`src/rtl/gs_div_pkg.sv`:
```
package gs_div_pkg;

  typedef enum logic {
    SEQ_IDLE = 1'b0,
    SEQ_RUN  = 1'b1
  } seq_state_t;

  // Number of complement bits used as the factor in a given step:
  // the width doubles each step, and the last step uses all of them.
  function automatic int step_factor_bits(input int step, input int prec, input int nsteps);
    int w;
    if (step >= nsteps - 1) return prec;
    w = 2 << step;
    return (w > prec) ? prec : w;
  endfunction

endpackage

```
`src/rtl/gs_mult_pipe.sv`:
```
// Two-stage multiplier shared by the numerator and denominator updates.
// Stage 1 registers the full product; stage 2 registers the slice that
// keeps PREC fraction bits, truncating the rest.
module gs_mult_pipe #(
  parameter int PREC = 16
) (
  input  logic            clk,
  input  logic            rst,
  input  logic            in_vld,
  input  logic            in_tag,
  input  logic [PREC-1:0] opa,
  input  logic [PREC:0]   opb,
  output logic            out_vld,
  output logic            out_tag,
  output logic [PREC-1:0] out_q
);
  localparam int PW = 2 * PREC + 1;

  logic [PW-1:0] s1_prod;
  logic          s1_vld, s1_tag;
  logic          unused_low;

  assign unused_low = ^s1_prod[PREC-1:0];

  always_ff @(posedge clk) begin
    if (rst) begin
      s1_vld  <= 1'b0;
      s1_tag  <= 1'b0;
      s1_prod <= '0;
      out_vld <= 1'b0;
      out_tag <= 1'b0;
      out_q   <= '0;
    end else begin
      s1_vld  <= in_vld;
      s1_tag  <= in_tag;
      s1_prod <= {{(PREC+1){1'b0}}, opa} * {{PREC{1'b0}}, opb};
      out_vld <= s1_vld;
      out_tag <= s1_tag;
      out_q   <= s1_prod[2*PREC-1:PREC];
    end
  end

  // a product never reaches one, so the truncation loses no integer part
  prod_int_zero_chk: assert property (@(posedge clk) disable iff (rst)
    s1_vld |-> !s1_prod[PW-1]);

endmodule

```
`src/rtl/gs_factor_gen.sv`:
```
// Builds the step factor 1.f, where f is the one's complement of the
// denominator kept only in its top step_factor_bits() positions.
module gs_factor_gen #(
  parameter int PREC   = 16,
  parameter int NSTEP  = 5,
  parameter int STEP_W = 3
) (
  input  logic [PREC-1:0]   den,
  input  logic [STEP_W-1:0] step,
  output logic [PREC:0]     factor
);
  import gs_div_pkg::*;

  localparam logic [PREC-1:0] ALL_ONES = {PREC{1'b1}};

  logic [PREC-1:0] mask_tbl [NSTEP];
  logic [PREC-1:0] sel_mask;

  for (genvar s = 0; s < NSTEP; s++) begin : g_mask
    localparam int KEEP = step_factor_bits(s, PREC, NSTEP);
    assign mask_tbl[s] = ~(ALL_ONES >> KEEP);
  end

  always_comb begin
    sel_mask = '0;
    for (int s = 0; s < NSTEP; s++) begin
      if (step == STEP_W'(s)) sel_mask = mask_tbl[s];
    end
  end

  assign factor = {1'b1, (~den) & sel_mask};

endmodule

```
`src/rtl/gs_seq_ctrl.sv`:
```
// Step/phase sequencer. Each step takes four cycles:
// phase 0 issue numerator, 1 issue denominator, 2 numerator returns,
// 3 denominator returns.
module gs_seq_ctrl #(
  parameter int NSTEP  = 5,
  parameter int STEP_W = 3
) (
  input  logic              clk,
  input  logic              rst,
  input  logic              start,
  output logic              accept,
  output logic              issue_vld,
  output logic              issue_tag,
  output logic              running,
  output logic              finish,
  output logic [STEP_W-1:0] step,
  output logic [1:0]        phase,
  output logic              busy,
  output logic              done
);
  import gs_div_pkg::*;

  localparam logic [STEP_W-1:0] LAST_STEP = STEP_W'(NSTEP - 1);

  seq_state_t st;

  assign running   = (st == SEQ_RUN);
  assign accept    = (st == SEQ_IDLE) && start;
  assign issue_vld = running && !phase[1];
  assign issue_tag = phase[0];
  assign finish    = running && (phase == 2'd3) && (step == LAST_STEP);

  always_ff @(posedge clk) begin
    if (rst) begin
      st    <= SEQ_IDLE;
      step  <= '0;
      phase <= '0;
      busy  <= 1'b0;
      done  <= 1'b0;
    end else begin
      done <= 1'b0;
      case (st)
        SEQ_IDLE: begin
          if (start) begin
            st    <= SEQ_RUN;
            step  <= '0;
            phase <= '0;
            busy  <= 1'b1;
          end
        end
        SEQ_RUN: begin
          phase <= phase + 2'd1;
          if (phase == 2'd3) begin
            if (step == LAST_STEP) begin
              st   <= SEQ_IDLE;
              busy <= 1'b0;
              done <= 1'b1;
            end else begin
              step <= step + STEP_W'(1);
            end
          end
        end
        default: st <= SEQ_IDLE;
      endcase
    end
  end

  // the completion pulse lasts a single cycle
  done_pulse_chk: assert property (@(posedge clk) disable iff (rst)
    done |=> !done);

  // busy is already low when done is shown
  done_idle_chk: assert property (@(posedge clk) disable iff (rst)
    done |-> !busy);

  // an idle block answers a start with busy on the next cycle
  start_busy_chk: assert property (@(posedge clk) disable iff (rst)
    (!busy && start) |=> busy);

endmodule

```
`src/rtl/frac_gs_divider.sv`:
```
module frac_gs_divider #(
  parameter int IN_W = 8,
  parameter int PREC = 16
) (
  input  logic            clk,
  input  logic            rst,
  input  logic            start,
  input  logic [IN_W-1:0] dividend,
  input  logic [IN_W-1:0] divisor,
  output logic            busy,
  output logic            done,
  output logic [PREC-1:0] quotient
);
  localparam int NSTEP  = $clog2(PREC) + 1;
  localparam int STEP_W = $clog2(NSTEP) > 0 ? $clog2(NSTEP) : 1;
  localparam int PAD    = PREC - IN_W;

  logic [PREC-1:0]   num_q, den_q;
  logic [PREC-1:0]   num_init, den_init;
  logic [PREC:0]     factor;
  logic [PREC-1:0]   mul_a;
  logic              accept, issue_vld, issue_tag, running, finish;
  logic [STEP_W-1:0] step;
  logic [1:0]        phase;
  logic              wb_vld, wb_tag;
  logic [PREC-1:0]   wb_q;
  logic              chk_armed;

  // Dividend is halved on entry so the quotient fits 1.(PREC-1) format.
  assign num_init = {{PAD{1'b0}}, dividend} << (PAD - 1);
  assign den_init = {{PAD{1'b0}}, divisor} << PAD;

  gs_seq_ctrl #(.NSTEP(NSTEP), .STEP_W(STEP_W)) u_ctrl (
    .clk       (clk),
    .rst       (rst),
    .start     (start),
    .accept    (accept),
    .issue_vld (issue_vld),
    .issue_tag (issue_tag),
    .running   (running),
    .finish    (finish),
    .step      (step),
    .phase     (phase),
    .busy      (busy),
    .done      (done)
  );

  gs_factor_gen #(.PREC(PREC), .NSTEP(NSTEP), .STEP_W(STEP_W)) u_factor (
    .den    (den_q),
    .step   (step),
    .factor (factor)
  );

  assign mul_a = issue_tag ? den_q : num_q;

  gs_mult_pipe #(.PREC(PREC)) u_mult (
    .clk     (clk),
    .rst     (rst),
    .in_vld  (issue_vld),
    .in_tag  (issue_tag),
    .opa     (mul_a),
    .opb     (factor),
    .out_vld (wb_vld),
    .out_tag (wb_tag),
    .out_q   (wb_q)
  );

  always_ff @(posedge clk) begin
    if (rst) begin
      num_q    <= '0;
      den_q    <= '0;
      quotient <= '0;
    end else begin
      if (accept) begin
        num_q <= num_init;
        den_q <= den_init;
      end else if (wb_vld) begin
        if (wb_tag) den_q <= wb_q;
        else        num_q <= wb_q;
      end
      if (finish) quotient <= num_q;
    end
  end

  always_ff @(posedge clk) chk_armed <= !rst;

  // each product returns in the phase reserved for its register
  wb_align_chk: assert property (@(posedge clk) disable iff (rst)
    wb_vld |-> (running && phase == {1'b1, wb_tag}));

  // the denominator never moves away from one
  den_grow_chk: assert property (@(posedge clk) disable iff (rst)
    (wb_vld && wb_tag) |-> (wb_q >= den_q));

  // the result register moves only together with the done pulse
  quo_hold_chk: assert property (@(posedge clk) disable iff (rst)
    (chk_armed && !done) |-> $stable(quotient));

endmodule

```
`config.mk`:
```
export PLATFORM = sky130hd
export DESIGN_NAME = frac_gs_divider
export DESIGN_NICKNAME = d
export VERILOG_FILES = /design/src/rtl/gs_div_pkg.sv /design/src/rtl/gs_mult_pipe.sv /design/src/rtl/gs_factor_gen.sv /design/src/rtl/gs_seq_ctrl.sv /design/src/rtl/frac_gs_divider.sv
export SDC_FILE = /design/constraint.sdc
export NUM_CORES = 1
export LEC_CHECK = 0
export ABC_AREA = 0
export BUFFER_PORTS_ARGS = -buffer_cell sky130_fd_sc_hd__buf_4
export CAP_MARGIN = 30
export CORE_ASPECT_RATIO = 2
export CORE_MARGIN = 2
export CORE_UTILIZATION = 40
export CTS_BUF_LIST = sky130_fd_sc_hd__clkbuf_8
export CTS_CLUSTER_DIAMETER = 40
export DETAILED_ROUTE_END_ITERATION = 7
export SYNTH_ARGS = -nofsm -noshare
export SYNTH_HDL_FRONTEND = slang
export SYNTH_SLANG_ARGS = --single-unit
export TNS_END_PERCENT = 1
```
`constraint.sdc`:
```
create_clock -name clk -period 8.06 [get_ports clk]
set_clock_uncertainty 0.05 [all_clocks]
set_input_delay 0 -clock clk [delete_from_list [all_inputs] [get_ports clk]]
set_output_delay 0 -clock clk [all_outputs]
set_load 0.03 [all_outputs]
```
==> impl_results.html, run 1 <==
<table>
<tr><th>Metric</th><th>Value</th></tr>
<tr><th colspan="2">Layout</th></tr>
<tr><td>Fin cells</td><td>1845</td></tr>
<tr><td>Ratio of cells with drive above 1 in the final layout</td><td>6.64%</td></tr>
<tr><td>Ant. Diodes</td><td>0</td></tr>
<tr><td>Final #Nets</td><td>1801</td></tr>
<tr><td>Area Overhead vs Synth</td><td>8.04%</td></tr>
<tr><th colspan="2">Yosys</th></tr>
<tr><td>Most used flip-flop cell after synthesis</td><td>sky130_fd_sc_hd__dfxtp_1</td></tr>
<tr><td>Nets in the synthesized netlist</td><td>between 1500 and 2000</td></tr>
<tr><td>Post-synthesis async set-or-reset flop share</td><td>0%</td></tr>
<tr><td>Mean Syn Cell Area</td><td>8.29 um^2</td></tr>
<tr><td>Leading area contributor after synthesis</td><td>sky130_fd_sc_hd__fa_1</td></tr>
<tr><td>Number of warnings issued by yosys</td><td>0</td></tr>
<tr><td>Mapped Cells</td><td>1459</td></tr>
<tr><td>Number of enable flip-flop cells after synthesis</td><td>0</td></tr>
<tr><td>Number of register bits inferred by synthesis</td><td>92</td></tr>
<tr><td>Proportion of netlist area held by the largest area contributor</td><td>approximately 34%</td></tr>
<tr><td>Post-synthesis instance area</td><td>12100 um^2</td></tr>
<tr><td>Cells taking the most area after synthesis</td><td>sky130_fd_sc_hd__fa_1 (34%), sky130_fd_sc_hd__dfxtp_1 (15%), sky130_fd_sc_hd__ha_1 (11%), sky130_fd_sc_hd__inv_1 (8.2%), sky130_fd_sc_hd__nand2_1 (8.2%)</td></tr>
<tr><td>Number of different library cells in the post-synthesis netlist</td><td>54</td></tr>
<tr><td>Share of the yosys chip area belonging to registers</td><td>between 10% and 20%</td></tr>
<tr><th colspan="2">Placement</th></tr>
<tr><td>Post-place setup slack</td><td>699 ps</td></tr>
<tr><td>Count of input and output buffers</td><td>36</td></tr>
<tr><td>Total placed cells including tap cells</td><td>1812</td></tr>
<tr><td>Half-perimeter wire length after detailed placement</td><td>around 30000 um</td></tr>
<tr><td>Routability cong.</td><td>0.983</td></tr>
<tr><th colspan="2">Floorplan</th></tr>
<tr><td>X dimension of the die</td><td>~130 um</td></tr>
<tr><td>Num ports</td><td>37</td></tr>
<tr><td>Die H</td><td>250 um</td></tr>
<tr><td>Number of rows in the core area</td><td>90</td></tr>
<tr><td>Core area</td><td>30000 um^2</td></tr>
<tr><td>Die area</td><td>between 30000 and 40000 um^2</td></tr>
<tr><td>Initial Utilization</td><td>40.4%</td></tr>
<tr><th colspan="2">Routing</th></tr>
<tr><td>Count of antenna-violating nets left after detailed routing</td><td>0</td></tr>
<tr><td>Initial DRC Count</td><td>between 600 and 700</td></tr>
<tr><td>Number of detailed-route iterations in the first pass</td><td>5</td></tr>
<tr><td>Post-detailed-route wirelength per cell</td><td>between 15 and 20 um</td></tr>
<tr><td>Remaining routing DRC violations</td><td>0</td></tr>
<tr><td>Final Routed Wirelength</td><td>36000 um</td></tr>
<tr><td>Total number of vias</td><td>~9900</td></tr>
<tr><td>Number of vias per cell</td><td>5.34</td></tr>
<tr><th colspan="2">GRT</th></tr>
<tr><td>First-pass GRT wire length</td><td>between 50000 and 60000 um</td></tr>
<tr><td>Gr usage total</td><td>a little under a quarter</td></tr>
<tr><td>Largest net degree at the start of global routing</td><td>83</td></tr>
<tr><td>Number of antenna violations at the first check in global routing</td><td>0</td></tr>
<tr><td>Vias in the first global route</td><td>between 10000 and 15000</td></tr>
<tr><td>Total global routing overflow</td><td>0</td></tr>
<tr><th colspan="2">Critical path</th></tr>
<tr><td>Arrival time reported for the critical path endpoint</td><td>approximately 7700 ps</td></tr>
<tr><td>Worst path bufs/invs</td><td>3</td></tr>
<tr><td>Worst r2r path cells</td><td>23</td></tr>
<tr><td>Crit-path leading delay family</td><td>adder cells</td></tr>
<tr><td>Crit Path Category</td><td>flip-flop to flip-flop</td></tr>
<tr><td>Startpoint kind of the worst setup timing path</td><td>flip-flop</td></tr>
<tr><td>Critical path peak fanout</td><td>11</td></tr>
<tr><td>Library cell contributing the largest single delay on the critical path</td><td>sky130_fd_sc_hd__nor2_1</td></tr>
<tr><td>Required time at the endpoint of the critical path</td><td>a little over 8000 ps</td></tr>
<tr><td>Maximum cell stage delay along the critical path</td><td>between 700 and 800 ps</td></tr>
<tr><td>Endpoint type of the worst setup path</td><td>flip-flop</td></tr>
<tr><td>Crit path top cell by count</td><td>sky130_fd_sc_hd__fa_1</td></tr>
<tr><td>Worst path depth</td><td>23</td></tr>
<tr><td>Series of cell instances along the critical path</td><td>ha_1, ha_1, a21oi_1, and2_1, nor2_1, nand2_1, fa_1, fa_1, fa_1, fa_1, inv_1, fa_1, inv_1, fa_1, inv_1, ha_1, a21oi_1, o21ai_0, a31oi_1, o21bai_1, a211oi_2, o21ai_1, mux2_1</td></tr>
<tr><th colspan="2">Flow run</th></tr>
<tr><td>Max capacitance violation total</td><td>0</td></tr>
<tr><th colspan="2">Pwr</th></tr>
<tr><td>Peak ir drop on the vdd network</td><td>116 uV</td></tr>
<tr><td>Switching share of power</td><td>a little over a third</td></tr>
<tr><td>Net switching power</td><td>between 0.0003 and 0.0004 W</td></tr>
<tr><td>Leakage Power</td><td>about 6.2 nW</td></tr>
<tr><td>Register share of total power</td><td>a little under half</td></tr>
<tr><td>Comb power frac</td><td>25.2%</td></tr>
<tr><td>Internal power</td><td>roughly 0.0007 W</td></tr>
<tr><td>Clk network pwr share</td><td>slightly below 30%</td></tr>
<tr><td>Areal power density over the cells</td><td>82.5 nW/um^2</td></tr>
<tr><th colspan="2">Clock network</th></tr>
<tr><td>TritonCTS clock tree</td><td>built</td></tr>
<tr><td>Root Driver</td><td>sky130_fd_sc_hd__clkbuf_8</td></tr>
<tr><td>Number of clock buffers inserted by TritonCTS</td><td>9</td></tr>
<tr><td>Clock Sink Count</td><td>92</td></tr>
<tr><td>Number of buffers between clock root and the deepest sink</td><td>2</td></tr>
<tr><td>Reg clk slew, reported paths</td><td>about 100 ps</td></tr>
<tr><td>Clock latency of the later-clocked register in the worst-skew pair</td><td>between 300 and 400 ps</td></tr>
<tr><td>H-tree level count</td><td>3</td></tr>
<tr><th colspan="2">Timing</th></tr>
<tr><td>Crit share post-route</td><td>92.2%</td></tr>
<tr><td>Rel. slew slack</td><td>roughly 38%</td></tr>
<tr><td>Least-Margin Pin Slew</td><td>around 930 ps</td></tr>
<tr><td>Fin worst setup slack</td><td>about 630 ps</td></tr>
<tr><td>Final Max Slew Viols</td><td>0</td></tr>
<tr><td>Unrepaired setup endpoints after global routing</td><td>no</td></tr>
<tr><td>Final hold viol count</td><td>0</td></tr>
<tr><td>Shortest period the worst path allows</td><td>7430 ps</td></tr>
<tr><td>Summed negative setup slack over all endpoints</td><td>0 ps</td></tr>
<tr><td>Number of failing setup endpoints in the final timing report</td><td>0</td></tr>
<tr><td>Max Fclk</td><td>0.135 GHz</td></tr>
<tr><th colspan="2">Worst hold path</th></tr>
<tr><td>Hold-critical path depth</td><td>2</td></tr>
<tr><td>Path category of the worst min-delay check</td><td>input port to flip-flop</td></tr>
<tr><th colspan="2">Run status</th></tr>
<tr><td>Status</td><td>completed</td></tr>
</table>
## cell families (layout without fill, tap and decap cells)
logic type | after synthesis | after routing | synth area share [%]
DFF | 92 | 92 | 15.2
buffers and inverters | 336 | 354 | 10.5
muxes | 9 | 9 | 0.941
AOI/OAI and AO/OA | 140 | 140 | 7.53
xor gates and xnor gates | 15 | 15 | 1.09
and+or+nand+nor | 557 | 557 | 19.9
adders and majority gates | 310 | 310 | 44.8
## layout by cell type (no fill, tap or decap), drive strengths merged, types with 4 or more instances in the layout
cell and instances:
nand2 263, inv 269, mux2 6, nand4 10, a31oi 4, nand2b 14
nor3 7, fa 206, a21oi 62, a211oi 5, or2 12, dfxtp 92
nor2b 34, clkinv 4, xnor2 8, o21ai 19, nand3 8, buf 55
ha 104, a311oi 16, nor3b 8, clkbuf 9, or3 6, and2 13
a21o 17, dlygate4sd3 17, nor2 177, xor2 7
## layer usage
| layer | wire length, um | vias to the layer above | track usage, % |
|---|---|---|---|
| li1 | - | 4470 | - |
| met5 | 0 | - | 0 |
| met3 | 2100 | 102 | 3.58 |
| met1 | 14400 | 4915 | 29.5 |
| met4 | 1840 | 0 | 10.6 |
| met2 | 17700 | 364 | 39.7 |
## repair_timing
item | 4_1_cts | 5_1_grt
endpoints found under the hold margin | 19 | 0
setup buffers | 0 | 0
hold buffers | 17 | 0
resized for setup | 0 | 0
## cell usage after synthesis, types with 8 or more instances
| master | number |
|---|---|
| sky130_fd_sc_hd__dfxtp_1 | 92 |
| sky130_fd_sc_hd__nor2b_1 | 34 |
| sky130_fd_sc_hd__inv_1 | 265 |
| sky130_fd_sc_hd__nor2_1 | 177 |
| sky130_fd_sc_hd__xnor2_1 | 8 |
| sky130_fd_sc_hd__clkbuf_1 | 63 |
| sky130_fd_sc_hd__nand2_1 | 263 |
| sky130_fd_sc_hd__ha_1 | 104 |
| sky130_fd_sc_hd__a311oi_1 | 16 |
| sky130_fd_sc_hd__a21oi_1 | 62 |
| sky130_fd_sc_hd__nand3_1 | 8 |
| sky130_fd_sc_hd__o21ai_0 | 13 |
| sky130_fd_sc_hd__or2_2 | 11 |
| sky130_fd_sc_hd__nand2b_1 | 14 |
| sky130_fd_sc_hd__fa_1 | 206 |
| sky130_fd_sc_hd__and2_1 | 13 |
| sky130_fd_sc_hd__nand4_1 | 10 |
| sky130_fd_sc_hd__a21o_1 | 17 |
## final timing paths
kind | from | slack (ps) | end
max | u_ctrl.step[0] | 630 | u_mult.s1_prod[30]
min | rst | 140 | u_mult.s1_prod[20]
max reg2reg | u_ctrl.step[0] | 630 | u_mult.s1_prod[30]
min reg2reg | u_mult.s1_prod[22] | 400 | u_mult.out_q[6]
## state kept, by name, indices dropped and copies added, names as in the netlist
name and count:
den_q 16, num_q 16, quotient 16, u_ctrl.busy 1
u_ctrl.done 1, u_ctrl.phase 2, u_ctrl.running 1, u_ctrl.step 3
u_mult.out_q 16, u_mult.out_tag 1, u_mult.out_vld 1, u_mult.s1_prod 16
u_mult.s1_tag 1, u_mult.s1_vld 1
## area by class of cell
cell class                      count  area (um^2)
Fill cell                        3043        16900
Inverter                          266          998
Timing Repair Buffer               72          583
Tap cell                          368          460
Clock buffer                        9          124
Sequential cell                    92         1840
Clock inverter                      7         76.3
Multi-Input combinational cell   1031         8990
## metrics by stage
| step | area, um^2 | power [W] | hold WS, ps | utilization (%) |
|---|---|---|---|---|
| 2_1_floorplan | 12100 | 0.000678 | 125 | - |
| 3_3_place_gp | 12700 | 0.000764 | 252 | 42.4 |
| 3_5_place_dp | 12700 | 0.000767 | 255 | 42.4 |
| 4_1_cts | 13100 | 0.00109 | 141 | 43.7 |
| 5_1_grt | 13100 | 0.00113 | 180 | 43.7 |
| 6_report | 13100 | 0.00108 | 139 | 43.7 |
## power by group through the flow
stage                     Combinational [W]  Clock, W  Sequential [W]
after global placement             0.000258         0        0.000506
after global routing               0.000302  0.000335        0.000498
after detailed placement           0.000261         0        0.000506
final                              0.000272  0.000312        0.000496
after CTS                          0.000270  0.000321        0.000496
after floorplan                    0.000181         0        0.000498
Note: power is estimated with default switching activity, not from simulation.
==> run 2: changes to the inputs <==
--- a/config.mk
+++ b/config.mk
@@ -6,7 +6,6 @@
 export NUM_CORES = 1
 export LEC_CHECK = 0
 export ABC_AREA = 0
-export BUFFER_PORTS_ARGS = -buffer_cell sky130_fd_sc_hd__buf_4
 export CAP_MARGIN = 30
 export CORE_ASPECT_RATIO = 2
 export CORE_MARGIN = 2
@@ -14,6 +13,8 @@
 export CTS_BUF_LIST = sky130_fd_sc_hd__clkbuf_8
 export CTS_CLUSTER_DIAMETER = 40
 export DETAILED_ROUTE_END_ITERATION = 7
+export DONT_BUFFER_PORTS = 1
+export MAX_ROUTING_LAYER = met4
 export SYNTH_ARGS = -nofsm -noshare
 export SYNTH_HDL_FRONTEND = slang
 export SYNTH_SLANG_ARGS = --single-unit
==> impl_results.html, run 2 (synthesis results as in run 1) <==
<table>
<tr><th>Metric</th><th>Value</th></tr>
<tr><th colspan="2">Critical path</th></tr>
<tr><td>Worst path bufs/invs</td><td>6 (was 3)</td></tr>
<tr><td>Series of cell instances along the critical path</td><td>mux2i_1, buf_4, nor2_1, fa_1, inv_1, fa_1, inv_1, fa_1, fa_1, fa_1, inv_1, fa_1, inv_1, ha_1, nand2_1, o21bai_1, nor2_1, o41a_1, a211oi_2, o21ai_0, nor3b_2, dlygate4sd3_1 (was ha_1, ha_1, a21oi_1, and2_1, nor2_1, nand2_1, fa_1, fa_1, fa_1, fa_1, inv_1, fa_1, inv_1, fa_1, inv_1, ha_1, a21oi_1, o21ai_0, a31oi_1, o21bai_1, a211oi_2, o21ai_1, mux2_1)</td></tr>
<tr><td>Worst r2r path cells</td><td>22 (was 23)</td></tr>
<tr><td>Worst reg2reg path startpoint</td><td>u_ctrl.phase[0] (was u_ctrl.step[0])</td></tr>
<tr><td>Reg-to-reg endpoint</td><td>u_mult.s1_prod[27] (was u_mult.s1_prod[30])</td></tr>
<tr><td>Critical Path Sink</td><td>u_mult.s1_prod[27] (was u_mult.s1_prod[30])</td></tr>
<tr><td>Critical path peak fanout</td><td>16 (was 11)</td></tr>
<tr><td>Startpoint kind of the worst setup timing path</td><td>flip-flop (unchanged)</td></tr>
<tr><td>Required time at the endpoint of the critical path</td><td>8270 ps (was 8280 ps)</td></tr>
<tr><td>Arrival time reported for the critical path endpoint</td><td>7900 ps (was 7650 ps)</td></tr>
<tr><td>Worst path depth</td><td>22 (was 23)</td></tr>
<tr><td>Endpoint type of the worst setup path</td><td>flip-flop (unchanged)</td></tr>
<tr><td>Library cell contributing the largest single delay on the critical path</td><td>sky130_fd_sc_hd__dfxtp_1 (was sky130_fd_sc_hd__nor2_1)</td></tr>
<tr><td>Flop2flop setup slack</td><td>360 ps (was 630 ps)</td></tr>
<tr><td>Crit-path leading delay family</td><td>adder cells (unchanged)</td></tr>
<tr><td>Maximum cell stage delay along the critical path</td><td>820 ps (was 750 ps)</td></tr>
<tr><td>Crit path top cell by count</td><td>sky130_fd_sc_hd__fa_1 (unchanged)</td></tr>
<tr><td>Worst setup path startpoint</td><td>u_ctrl.phase[0] (was u_ctrl.step[0])</td></tr>
<tr><td>Crit Path Category</td><td>flip-flop to flip-flop (unchanged)</td></tr>
<tr><th colspan="2">GRT</th></tr>
<tr><td>First-pass GRT wire length</td><td>55300 um (was 58300 um)</td></tr>
<tr><td>Gr busiest metal</td><td>met2 (unchanged)</td></tr>
<tr><td>Met2 demand-to-capacity share in global routing</td><td>36.6% (was 39.7%)</td></tr>
<tr><td>Number of antenna violations at the first check in global routing</td><td>0 (unchanged)</td></tr>
<tr><td>GR Util met1</td><td>29.6% (was 29.5%)</td></tr>
<tr><td>Vias in the first global route</td><td>10100 (was 10700)</td></tr>
<tr><td>Met3 capacity usage during global routing</td><td>3.09% (was 3.58%)</td></tr>
<tr><td>Gr usage total</td><td>23.2% (was 23.5%)</td></tr>
<tr><td>Total global routing overflow</td><td>0 (unchanged)</td></tr>
<tr><td>Largest net degree at the start of global routing</td><td>82 (was 83)</td></tr>
<tr><th colspan="2">Layout</th></tr>
<tr><td>Ant. Diodes</td><td>0 (unchanged)</td></tr>
<tr><td>Finished Core Util</td><td>43.0% (was 43.7%)</td></tr>
<tr><td>Area Overhead vs Synth</td><td>6.35% (was 8.04%)</td></tr>
<tr><td>Commonest cells after routing, fill and taps aside</td><td>sky130_fd_sc_hd__inv_1 (265), sky130_fd_sc_hd__nand2_1 (263), sky130_fd_sc_hd__fa_1 (206), sky130_fd_sc_hd__nor2_1 (176), sky130_fd_sc_hd__ha_1 (104) (was sky130_fd_sc_hd__inv_1 (265), sky130_fd_sc_hd__nand2_1 (263), sky130_fd_sc_hd__fa_1 (206), sky130_fd_sc_hd__nor2_1 (177), sky130_fd_sc_hd__ha_1 (104))</td></tr>
<tr><td>Finished Cell Area</td><td>12900 um^2 (was 13100 um^2)</td></tr>
<tr><td>Ratio of cells with drive above 1 in the final layout</td><td>4.57% (was 6.64%)</td></tr>
<tr><td>Number of fillers in the final layout</td><td>2987 (was 3043)</td></tr>
<tr><td>Area of the multi-input gates</td><td>8990 um^2 (about the same)</td></tr>
<tr><td>Final #Nets</td><td>1769 (was 1801)</td></tr>
<tr><td>Commonest non-fill, non-tap cell in the layout</td><td>sky130_fd_sc_hd__inv_1 (unchanged)</td></tr>
<tr><td>Sequential cell area in the final layout</td><td>1840 um^2 (unchanged)</td></tr>
<tr><th colspan="2">Timing</th></tr>
<tr><td>Summed negative setup slack over all endpoints</td><td>0 ps (unchanged)</td></tr>
<tr><td>Max Fclk</td><td>0.130 GHz (was 0.135 GHz)</td></tr>
<tr><td>Rel. slew slack</td><td>40.2% (was 37.9%)</td></tr>
<tr><td>Final Max Slew Viols</td><td>0 (unchanged)</td></tr>
<tr><td>Least-Margin Pin Slew</td><td>894 ps (was 928 ps)</td></tr>
<tr><td>Unrepaired setup endpoints after global routing</td><td>no (unchanged)</td></tr>
<tr><td>Crit share post-route</td><td>95.5% (was 92.2%)</td></tr>
<tr><td>Hold Worst Slack</td><td>79.5 ps (was 139 ps)</td></tr>
<tr><td>Final hold viol count</td><td>0 (unchanged)</td></tr>
<tr><td>Shortest period the worst path allows</td><td>7700 ps (was 7430 ps)</td></tr>
<tr><td>Number of failing setup endpoints in the final timing report</td><td>0 (unchanged)</td></tr>
<tr><th colspan="2">Pwr</th></tr>
<tr><td>Leakage Power</td><td>6.07 nW (was 6.22 nW)</td></tr>
<tr><td>Comb power frac</td><td>24.3% (was 25.2%)</td></tr>
<tr><td>Areal power density over the cells</td><td>84.5 nW/um^2 (was 82.5 nW/um^2)</td></tr>
<tr><td>Switching share of power</td><td>32.5% (was 34.8%)</td></tr>
<tr><td>Total Power</td><td>0.00109 W (was 0.00108 W)</td></tr>
<tr><td>Net switching power</td><td>0.000353 W (was 0.000375 W)</td></tr>
<tr><td>Register share of total power</td><td>45.9% (about the same)</td></tr>
<tr><td>Peak ir drop on the vdd network</td><td>147 uV (was 116 uV)</td></tr>
<tr><td>Clk network pwr share</td><td>29.8% (was 28.9%)</td></tr>
<tr><td>Internal power</td><td>0.000734 W (was 0.000704 W)</td></tr>
<tr><th colspan="2">Placement</th></tr>
<tr><td>Count of input and output buffers</td><td>0 (was 36)</td></tr>
<tr><td>Placement-stage cell area</td><td>12400 um^2 (was 12700 um^2)</td></tr>
<tr><td>Half-perimeter wire length after detailed placement</td><td>28600 um (was 29800 um)</td></tr>
<tr><td>Routability cong.</td><td>0.950 (was 0.983)</td></tr>
<tr><th colspan="2">Floorplan</th></tr>
<tr><td>X dimension of the die</td><td>127 um (unchanged)</td></tr>
<tr><td>Die area</td><td>31700 um^2 (unchanged)</td></tr>
<tr><td>Initial Utilization</td><td>40.4% (unchanged)</td></tr>
<tr><td>Number of rows in the core area</td><td>90 (unchanged)</td></tr>
<tr><td>Num ports</td><td>37 (unchanged)</td></tr>
<tr><td>Core area</td><td>30000 um^2 (unchanged)</td></tr>
<tr><td>Die H</td><td>250 um (unchanged)</td></tr>
<tr><th colspan="2">Clock network</th></tr>
<tr><td>Clock latency of the later-clocked register in the worst-skew pair</td><td>360 ps (was 370 ps)</td></tr>
<tr><td>Reg clk slew, reported paths</td><td>90 ps (was 100 ps)</td></tr>
<tr><td>H-tree level count</td><td>3 (unchanged)</td></tr>
<tr><td>Number of clock buffers inserted by TritonCTS</td><td>9 (unchanged)</td></tr>
<tr><td>TritonCTS clock tree</td><td>built (unchanged)</td></tr>
<tr><td>Clock Sink Count</td><td>92 (unchanged)</td></tr>
<tr><td>Root Driver</td><td>sky130_fd_sc_hd__clkbuf_8 (unchanged)</td></tr>
<tr><td>Number of buffers between clock root and the deepest sink</td><td>2 (unchanged)</td></tr>
<tr><th colspan="2">Worst hold path</th></tr>
<tr><td>Path category of the worst min-delay check</td><td>input port to flip-flop (unchanged)</td></tr>
<tr><th colspan="2">Flow run</th></tr>
<tr><td>Max capacitance violation total</td><td>0 (unchanged)</td></tr>
<tr><th colspan="2">Routing</th></tr>
<tr><td>Total number of vias</td><td>9555 (was 9851)</td></tr>
<tr><td>Count of antenna-violating nets left after detailed routing</td><td>0 (unchanged)</td></tr>
<tr><td>Number of vias per cell</td><td>5.27 (was 5.34)</td></tr>
<tr><td>Initial DRC Count</td><td>669 (was 606)</td></tr>
<tr><td>Post-detailed-route wirelength per cell</td><td>19.0 um (was 19.5 um)</td></tr>
<tr><td>Number of detailed-route iterations in the first pass</td><td>5 (unchanged)</td></tr>
<tr><td>Remaining routing DRC violations</td><td>0 (unchanged)</td></tr>
<tr><td>Final Routed Wirelength</td><td>34400 um (was 36000 um)</td></tr>
<tr><th colspan="2">Run status</th></tr>
<tr><td>Status</td><td>completed (unchanged)</td></tr>
</table>
[run 2: area by class of cell]
| cell class | instances | area share, % |
|---|---|---|
| repair buffers | 40 | 2.86 |
| flip-flops and latches | 92 | 14.3 |
| inverters | 266 | 7.76 |
| well taps | 368 | 3.58 |
| clock buffers | 10 | 1.07 |
| multi-input cells | 1031 | 69.9 |
| clock inverters | 6 | 0.535 |
[run 2: metrics by stage]
step,setup WS [ps],cells
2_1_floorplan,1510,1459
3_3_place_gp,874,1775
3_5_place_dp,875,1777
4_1_cts,376,1813
5_1_grt,17.7,1813
6_report,362,1813
[run 2: repair_timing]
action	CTS	global route
setup buffers	0	0
hold buffers	20	0
endpoints found under the hold margin	76	0
endpoints found under the setup margin	0	1
resized for setup	0	2
[run 2: layer usage]
metal  share of wire (%)  routed length, um
met1                  41              14100
met2                  48              16500
met3                 5.3               1830
met4                 5.7               1950
met5                   0                  0
[run 2: worst min path at each step]
| stage | from | to | slack, ps | depth (start not counted) |
|---|---|---|---|---|
| 2_1_floorplan | start | u_ctrl.running | 120 | 2 |
| 5_1_grt | start | num_q[11] | 90 | 4 |
| 3_3_place_gp | rst | u_mult.s1_prod[27] | 40 | 1 |
| 6_report | start | num_q[11] | 80 | 4 |
| 3_5_place_dp | rst | quotient[3] | 40 | 1 |
| 4_1_cts | start | num_q[11] | 60 | 4 |
[run 2: worst register-to-register path, cell delays in order (launching register included)]
cell and delay (ps):
sky130_fd_sc_hd__dfxtp_1 820, sky130_fd_sc_hd__mux2i_1 650, sky130_fd_sc_hd__buf_4 330, sky130_fd_sc_hd__nor2_1 100, sky130_fd_sc_hd__fa_1 550, sky130_fd_sc_hd__inv_1 50, sky130_fd_sc_hd__fa_1 470, sky130_fd_sc_hd__inv_1 50
sky130_fd_sc_hd__fa_1 480, sky130_fd_sc_hd__fa_1 510, sky130_fd_sc_hd__fa_1 540, sky130_fd_sc_hd__inv_1 70, sky130_fd_sc_hd__fa_1 500, sky130_fd_sc_hd__inv_1 50, sky130_fd_sc_hd__ha_1 420, sky130_fd_sc_hd__nand2_1 120
sky130_fd_sc_hd__o21bai_1 230, sky130_fd_sc_hd__nor2_1 130, sky130_fd_sc_hd__o41a_1 380, sky130_fd_sc_hd__a211oi_2 270, sky130_fd_sc_hd__o21ai_0 90, sky130_fd_sc_hd__nor3b_2 160, sky130_fd_sc_hd__dlygate4sd3_1 560
[run 2: power groups by stage]
stage	clock network [W]	registers, W	logic [W]
after floorplan	0	0.000498	0.000181
after global placement	0	0.000509	0.000241
after detailed placement	0	0.000509	0.000244
after CTS	0.000329	0.000498	0.000263
after global routing	0.000347	0.000501	0.000297
final	0.000324	0.000499	0.000264
==> run 3: changes to the inputs <==
--- a/config.mk
+++ b/config.mk
@@ -8,8 +8,8 @@
 export ABC_AREA = 0
 export CAP_MARGIN = 30
 export CORE_ASPECT_RATIO = 2
-export CORE_MARGIN = 2
-export CORE_UTILIZATION = 40
+export CORE_MARGIN = 5
+export CORE_UTILIZATION = 36
 export CTS_BUF_LIST = sky130_fd_sc_hd__clkbuf_8
 export CTS_CLUSTER_DIAMETER = 40
 export DETAILED_ROUTE_END_ITERATION = 7
==> constraint.sdc (replaced) <==
create_clock -name clk -period 8.1 [get_ports clk]
set_clock_uncertainty 0.05 [all_clocks]
set_input_delay 0 -clock clk [delete_from_list [all_inputs] [get_ports clk]]
set_output_delay 0 -clock clk [all_outputs]
set_load 0.03 [all_outputs]
==> impl_results.html, run 3 (synthesis results as in run 1) <==
<table>
<tr><th>Metric</th><th>Value</th></tr>
<tr><th colspan="2">GRT</th></tr>
<tr><td>Gr usage total</td><td>22.3% (was 23.2%)</td></tr>
<tr><td>Total global routing overflow</td><td>0 (unchanged)</td></tr>
<tr><td>First-pass GRT wire length</td><td>61400 um (was 55300 um)</td></tr>
<tr><td>Largest net degree at the start of global routing</td><td>82 (unchanged)</td></tr>
<tr><td>Vias in the first global route</td><td>10800 (was 10100)</td></tr>
<tr><td>Number of antenna violations at the first check in global routing</td><td>1 (was 0)</td></tr>
<tr><th colspan="2">Routing</th></tr>
<tr><td>Count of antenna-violating nets left after detailed routing</td><td>0 (unchanged)</td></tr>
<tr><td>Number of detailed-route iterations in the first pass</td><td>5 (unchanged)</td></tr>
<tr><td>Met2 wire len</td><td>22600 um (was 16500 um)</td></tr>
<tr><td>Number of vias per cell</td><td>5.15 (was 5.27)</td></tr>
<tr><td>Post-detailed-route wirelength per cell</td><td>21.1 um (was 19.0 um)</td></tr>
<tr><td>Total number of vias</td><td>9769 (was 9555)</td></tr>
<tr><td>Remaining routing DRC violations</td><td>0 (unchanged)</td></tr>
<tr><td>Met1 Wirelength</td><td>12000 um (was 14100 um)</td></tr>
<tr><td>Initial DRC Count</td><td>488 (was 669)</td></tr>
<tr><td>Detail Route met3 WL</td><td>1210 um (was 1830 um)</td></tr>
<tr><td>Final Routed Wirelength</td><td>40100 um (was 34400 um)</td></tr>
<tr><td>Highest layer used for signal routing</td><td>met4 (unchanged)</td></tr>
<tr><th colspan="2">Placement</th></tr>
<tr><td>Routability cong.</td><td>1.11 (was 0.950)</td></tr>
<tr><td>Half-perimeter wire length after detailed placement</td><td>34500 um (was 28600 um)</td></tr>
<tr><td>Total placed cells including tap cells</td><td>1860 (was 1777)</td></tr>
<tr><td>Count of input and output buffers</td><td>0 (unchanged)</td></tr>
<tr><th colspan="2">Clock network</th></tr>
<tr><td>H-tree level count</td><td>3 (unchanged)</td></tr>
<tr><td>Clock latency of the later-clocked register in the worst-skew pair</td><td>390 ps (was 360 ps)</td></tr>
<tr><td>Reg clk slew, reported paths</td><td>90 ps (about the same)</td></tr>
<tr><td>Buffer count from post-CTS setup fixing</td><td>0 (unchanged)</td></tr>
<tr><td>Number of clock buffers inserted by TritonCTS</td><td>9 (unchanged)</td></tr>
<tr><td>Root Driver</td><td>sky130_fd_sc_hd__clkbuf_8 (unchanged)</td></tr>
<tr><td>Clock Sink Count</td><td>92 (unchanged)</td></tr>
<tr><td>TritonCTS clock tree</td><td>built (unchanged)</td></tr>
<tr><td>Number of buffers between clock root and the deepest sink</td><td>2 (unchanged)</td></tr>
<tr><th colspan="2">Floorplan</th></tr>
<tr><td>X dimension of the die</td><td>140 um (was 127 um)</td></tr>
<tr><td>Core area</td><td>33400 um^2 (was 30000 um^2)</td></tr>
<tr><td>Num ports</td><td>37 (unchanged)</td></tr>
<tr><td>Die H</td><td>269 um (was 250 um)</td></tr>
<tr><td>Die area</td><td>37600 um^2 (was 31700 um^2)</td></tr>
<tr><td>Number of rows in the core area</td><td>95 (was 90)</td></tr>
<tr><td>Initial Utilization</td><td>36.2% (was 40.4%)</td></tr>
<tr><th colspan="2">Critical path</th></tr>
<tr><td>Worst r2r path cells</td><td>23 (was 22)</td></tr>
<tr><td>Worst path bufs/invs</td><td>6 (unchanged)</td></tr>
<tr><td>Worst path depth</td><td>23 (was 22)</td></tr>
<tr><td>Crit-path leading delay family</td><td>adder cells (unchanged)</td></tr>
<tr><td>Endpoint type of the worst setup path</td><td>flip-flop (unchanged)</td></tr>
<tr><td>Library cell contributing the largest single delay on the critical path</td><td>sky130_fd_sc_hd__dfxtp_1 (unchanged)</td></tr>
<tr><td>Required time at the endpoint of the critical path</td><td>8330 ps (was 8270 ps)</td></tr>
<tr><td>Crit path top cell by count</td><td>sky130_fd_sc_hd__fa_1 (unchanged)</td></tr>
<tr><td>Critical path peak fanout</td><td>18 (was 16)</td></tr>
<tr><td>Arrival time reported for the critical path endpoint</td><td>7570 ps (was 7900 ps)</td></tr>
<tr><td>Flop2flop setup slack</td><td>760 ps (was 360 ps)</td></tr>
<tr><td>Startpoint kind of the worst setup timing path</td><td>flip-flop (unchanged)</td></tr>
<tr><td>Series of cell instances along the critical path</td><td>nand2b_1, and2_1, buf_4, nor2_1, fa_1, inv_1, fa_1, fa_1, fa_1, inv_1, fa_1, inv_1, fa_1, inv_1, ha_1, nand2_1, nor4_1, o221ai_1, o21ai_1, a21oi_1, buf_4, o21ai_1, mux2_2 (was mux2i_1, buf_4, nor2_1, fa_1, inv_1, fa_1, inv_1, fa_1, fa_1, fa_1, inv_1, fa_1, inv_1, ha_1, nand2_1, o21bai_1, nor2_1, o41a_1, a211oi_2, o21ai_0, nor3b_2, dlygate4sd3_1)</td></tr>
<tr><td>Maximum cell stage delay along the critical path</td><td>830 ps (was 820 ps)</td></tr>
<tr><td>Crit Path Category</td><td>flip-flop to flip-flop (unchanged)</td></tr>
<tr><th colspan="2">Layout</th></tr>
<tr><td>Commonest non-fill, non-tap cell in the layout</td><td>sky130_fd_sc_hd__inv_1 (unchanged)</td></tr>
<tr><td>Area Overhead vs Synth</td><td>8.03% (was 6.35%)</td></tr>
<tr><td>Sequential cell area in the final layout</td><td>1840 um^2 (unchanged)</td></tr>
<tr><td>Fin cells</td><td>1897 (was 1813)</td></tr>
<tr><td>Area of the multi-input gates</td><td>8990 um^2 (about the same)</td></tr>
<tr><td>Ratio of cells with drive above 1 in the final layout</td><td>5.35% (was 4.57%)</td></tr>
<tr><td>Final #Nets</td><td>1784 (was 1769)</td></tr>
<tr><td>Commonest cells after routing, fill and taps aside</td><td>sky130_fd_sc_hd__inv_1 (265), sky130_fd_sc_hd__nand2_1 (263), sky130_fd_sc_hd__fa_1 (206), sky130_fd_sc_hd__nor2_1 (177), sky130_fd_sc_hd__ha_1 (104) (was sky130_fd_sc_hd__inv_1 (265), sky130_fd_sc_hd__nand2_1 (263), sky130_fd_sc_hd__fa_1 (206), sky130_fd_sc_hd__nor2_1 (176), sky130_fd_sc_hd__ha_1 (104))</td></tr>
<tr><td>Number of fillers in the final layout</td><td>3447 (was 2987)</td></tr>
<tr><th colspan="2">Timing</th></tr>
<tr><td>Shortest period the worst path allows</td><td>7340 ps (was 7700 ps)</td></tr>
<tr><td>Hold Worst Slack</td><td>181 ps (was 79.5 ps)</td></tr>
<tr><td>Unrepaired setup endpoints after global routing</td><td>no (unchanged)</td></tr>
<tr><td>Number of failing setup endpoints in the final timing report</td><td>0 (unchanged)</td></tr>
<tr><td>Rel. slew slack</td><td>40.8% (was 40.2%)</td></tr>
<tr><td>Final hold viol count</td><td>0 (unchanged)</td></tr>
<tr><td>Least-Margin Pin Slew</td><td>884 ps (was 894 ps)</td></tr>
<tr><td>Max Fclk</td><td>0.136 GHz (was 0.130 GHz)</td></tr>
<tr><td>Final Max Slew Viols</td><td>0 (unchanged)</td></tr>
<tr><td>Summed negative setup slack over all endpoints</td><td>0 ps (unchanged)</td></tr>
<tr><td>Crit share post-route</td><td>90.6% (was 95.5%)</td></tr>
<tr><th colspan="2">Run status</th></tr>
<tr><td>Status</td><td>completed (unchanged)</td></tr>
<tr><th colspan="2">Pwr</th></tr>
<tr><td>Peak ir drop on the vdd network</td><td>237 uV (was 147 uV)</td></tr>
<tr><td>Total Power</td><td>0.00113 W (was 0.00109 W)</td></tr>
<tr><td>Areal power density over the cells</td><td>86.5 nW/um^2 (was 84.5 nW/um^2)</td></tr>
<tr><td>Leakage Power</td><td>6.14 nW (was 6.07 nW)</td></tr>
<tr><th colspan="2">Flow run</th></tr>
<tr><td>Max capacitance violation total</td><td>0 (unchanged)</td></tr>
<tr><th colspan="2">Worst hold path</th></tr>
<tr><td>Hold-critical path depth</td><td>2 (was 4)</td></tr>
<tr><td>Path category of the worst min-delay check</td><td>input port to flip-flop (unchanged)</td></tr>
</table>
-- run 3: stage by stage --
step	util, %	worst slack (ps)	instance area [um^2]
after global placement	37.8	910	12600
after CTS	39.1	804	13100
final	39.1	762	13100
after detailed placement	37.8	838	12600
after global routing	39.1	458	13100
after floorplan	-	1550	12100
-- run 3: report_power, final --
part           leakage, nW  total, W  switching (W)  internal [W]
sequential           0.749  0.000499      0.0000234      0.000476
combinational         5.28  0.000287       0.000180      0.000107
clock                0.110  0.000344       0.000171      0.000173
-- run 3: layout make-up --
type	count	share of cell area (%)
multi-input cells	1031	68.8
flip-flops and latches	92	14.1
inverters	266	7.64
well taps	436	4.17
repair buffers	55	3.67
clock buffers	9	0.947
clock inverters	6	0.670
diodes	2	0.0383
-- run 3: worst paths after layout --
check,start,endpoint
max,u_ctrl.phase[0],u_mult.s1_prod[29]
min,rst,den_q[7]
max reg2reg,u_ctrl.phase[0],u_mult.s1_prod[29]
min reg2reg,u_mult.s1_tag,u_mult.out_tag
-- run 3: repair_timing --
item                                   4_1_cts  5_1_grt
endpoints found under the hold margin       76        0
setup endpoints to repair                    0        0
hold buffers                                20        0
gates resized for setup                      0        0
-- run 3: routing by layer --
layer | global-route usage [%] | vias to the layer above
met1 | 19.4 | 4858
li1 | - | 4429
met5 | - | -
met3 | 1.76 | 166
met4 | 18.6 | 0
met2 | 42.1 | 316
-- run 3: worst reg2reg max path, delay by kind of cell (launching register included) --
| kind | cells | cell delay [ps] |
|---|---|---|
| adder cells (fa/ha/maj) | 7 | 3340 |
| AND/OR/NAND/NOR | 5 | 1380 |
| multiplexers | 1 | 350 |
| AO/OA/AOI/OAI | 4 | 610 |
| buffers and inverters | 6 | 640 |
| flip-flops | 1 | 830 |
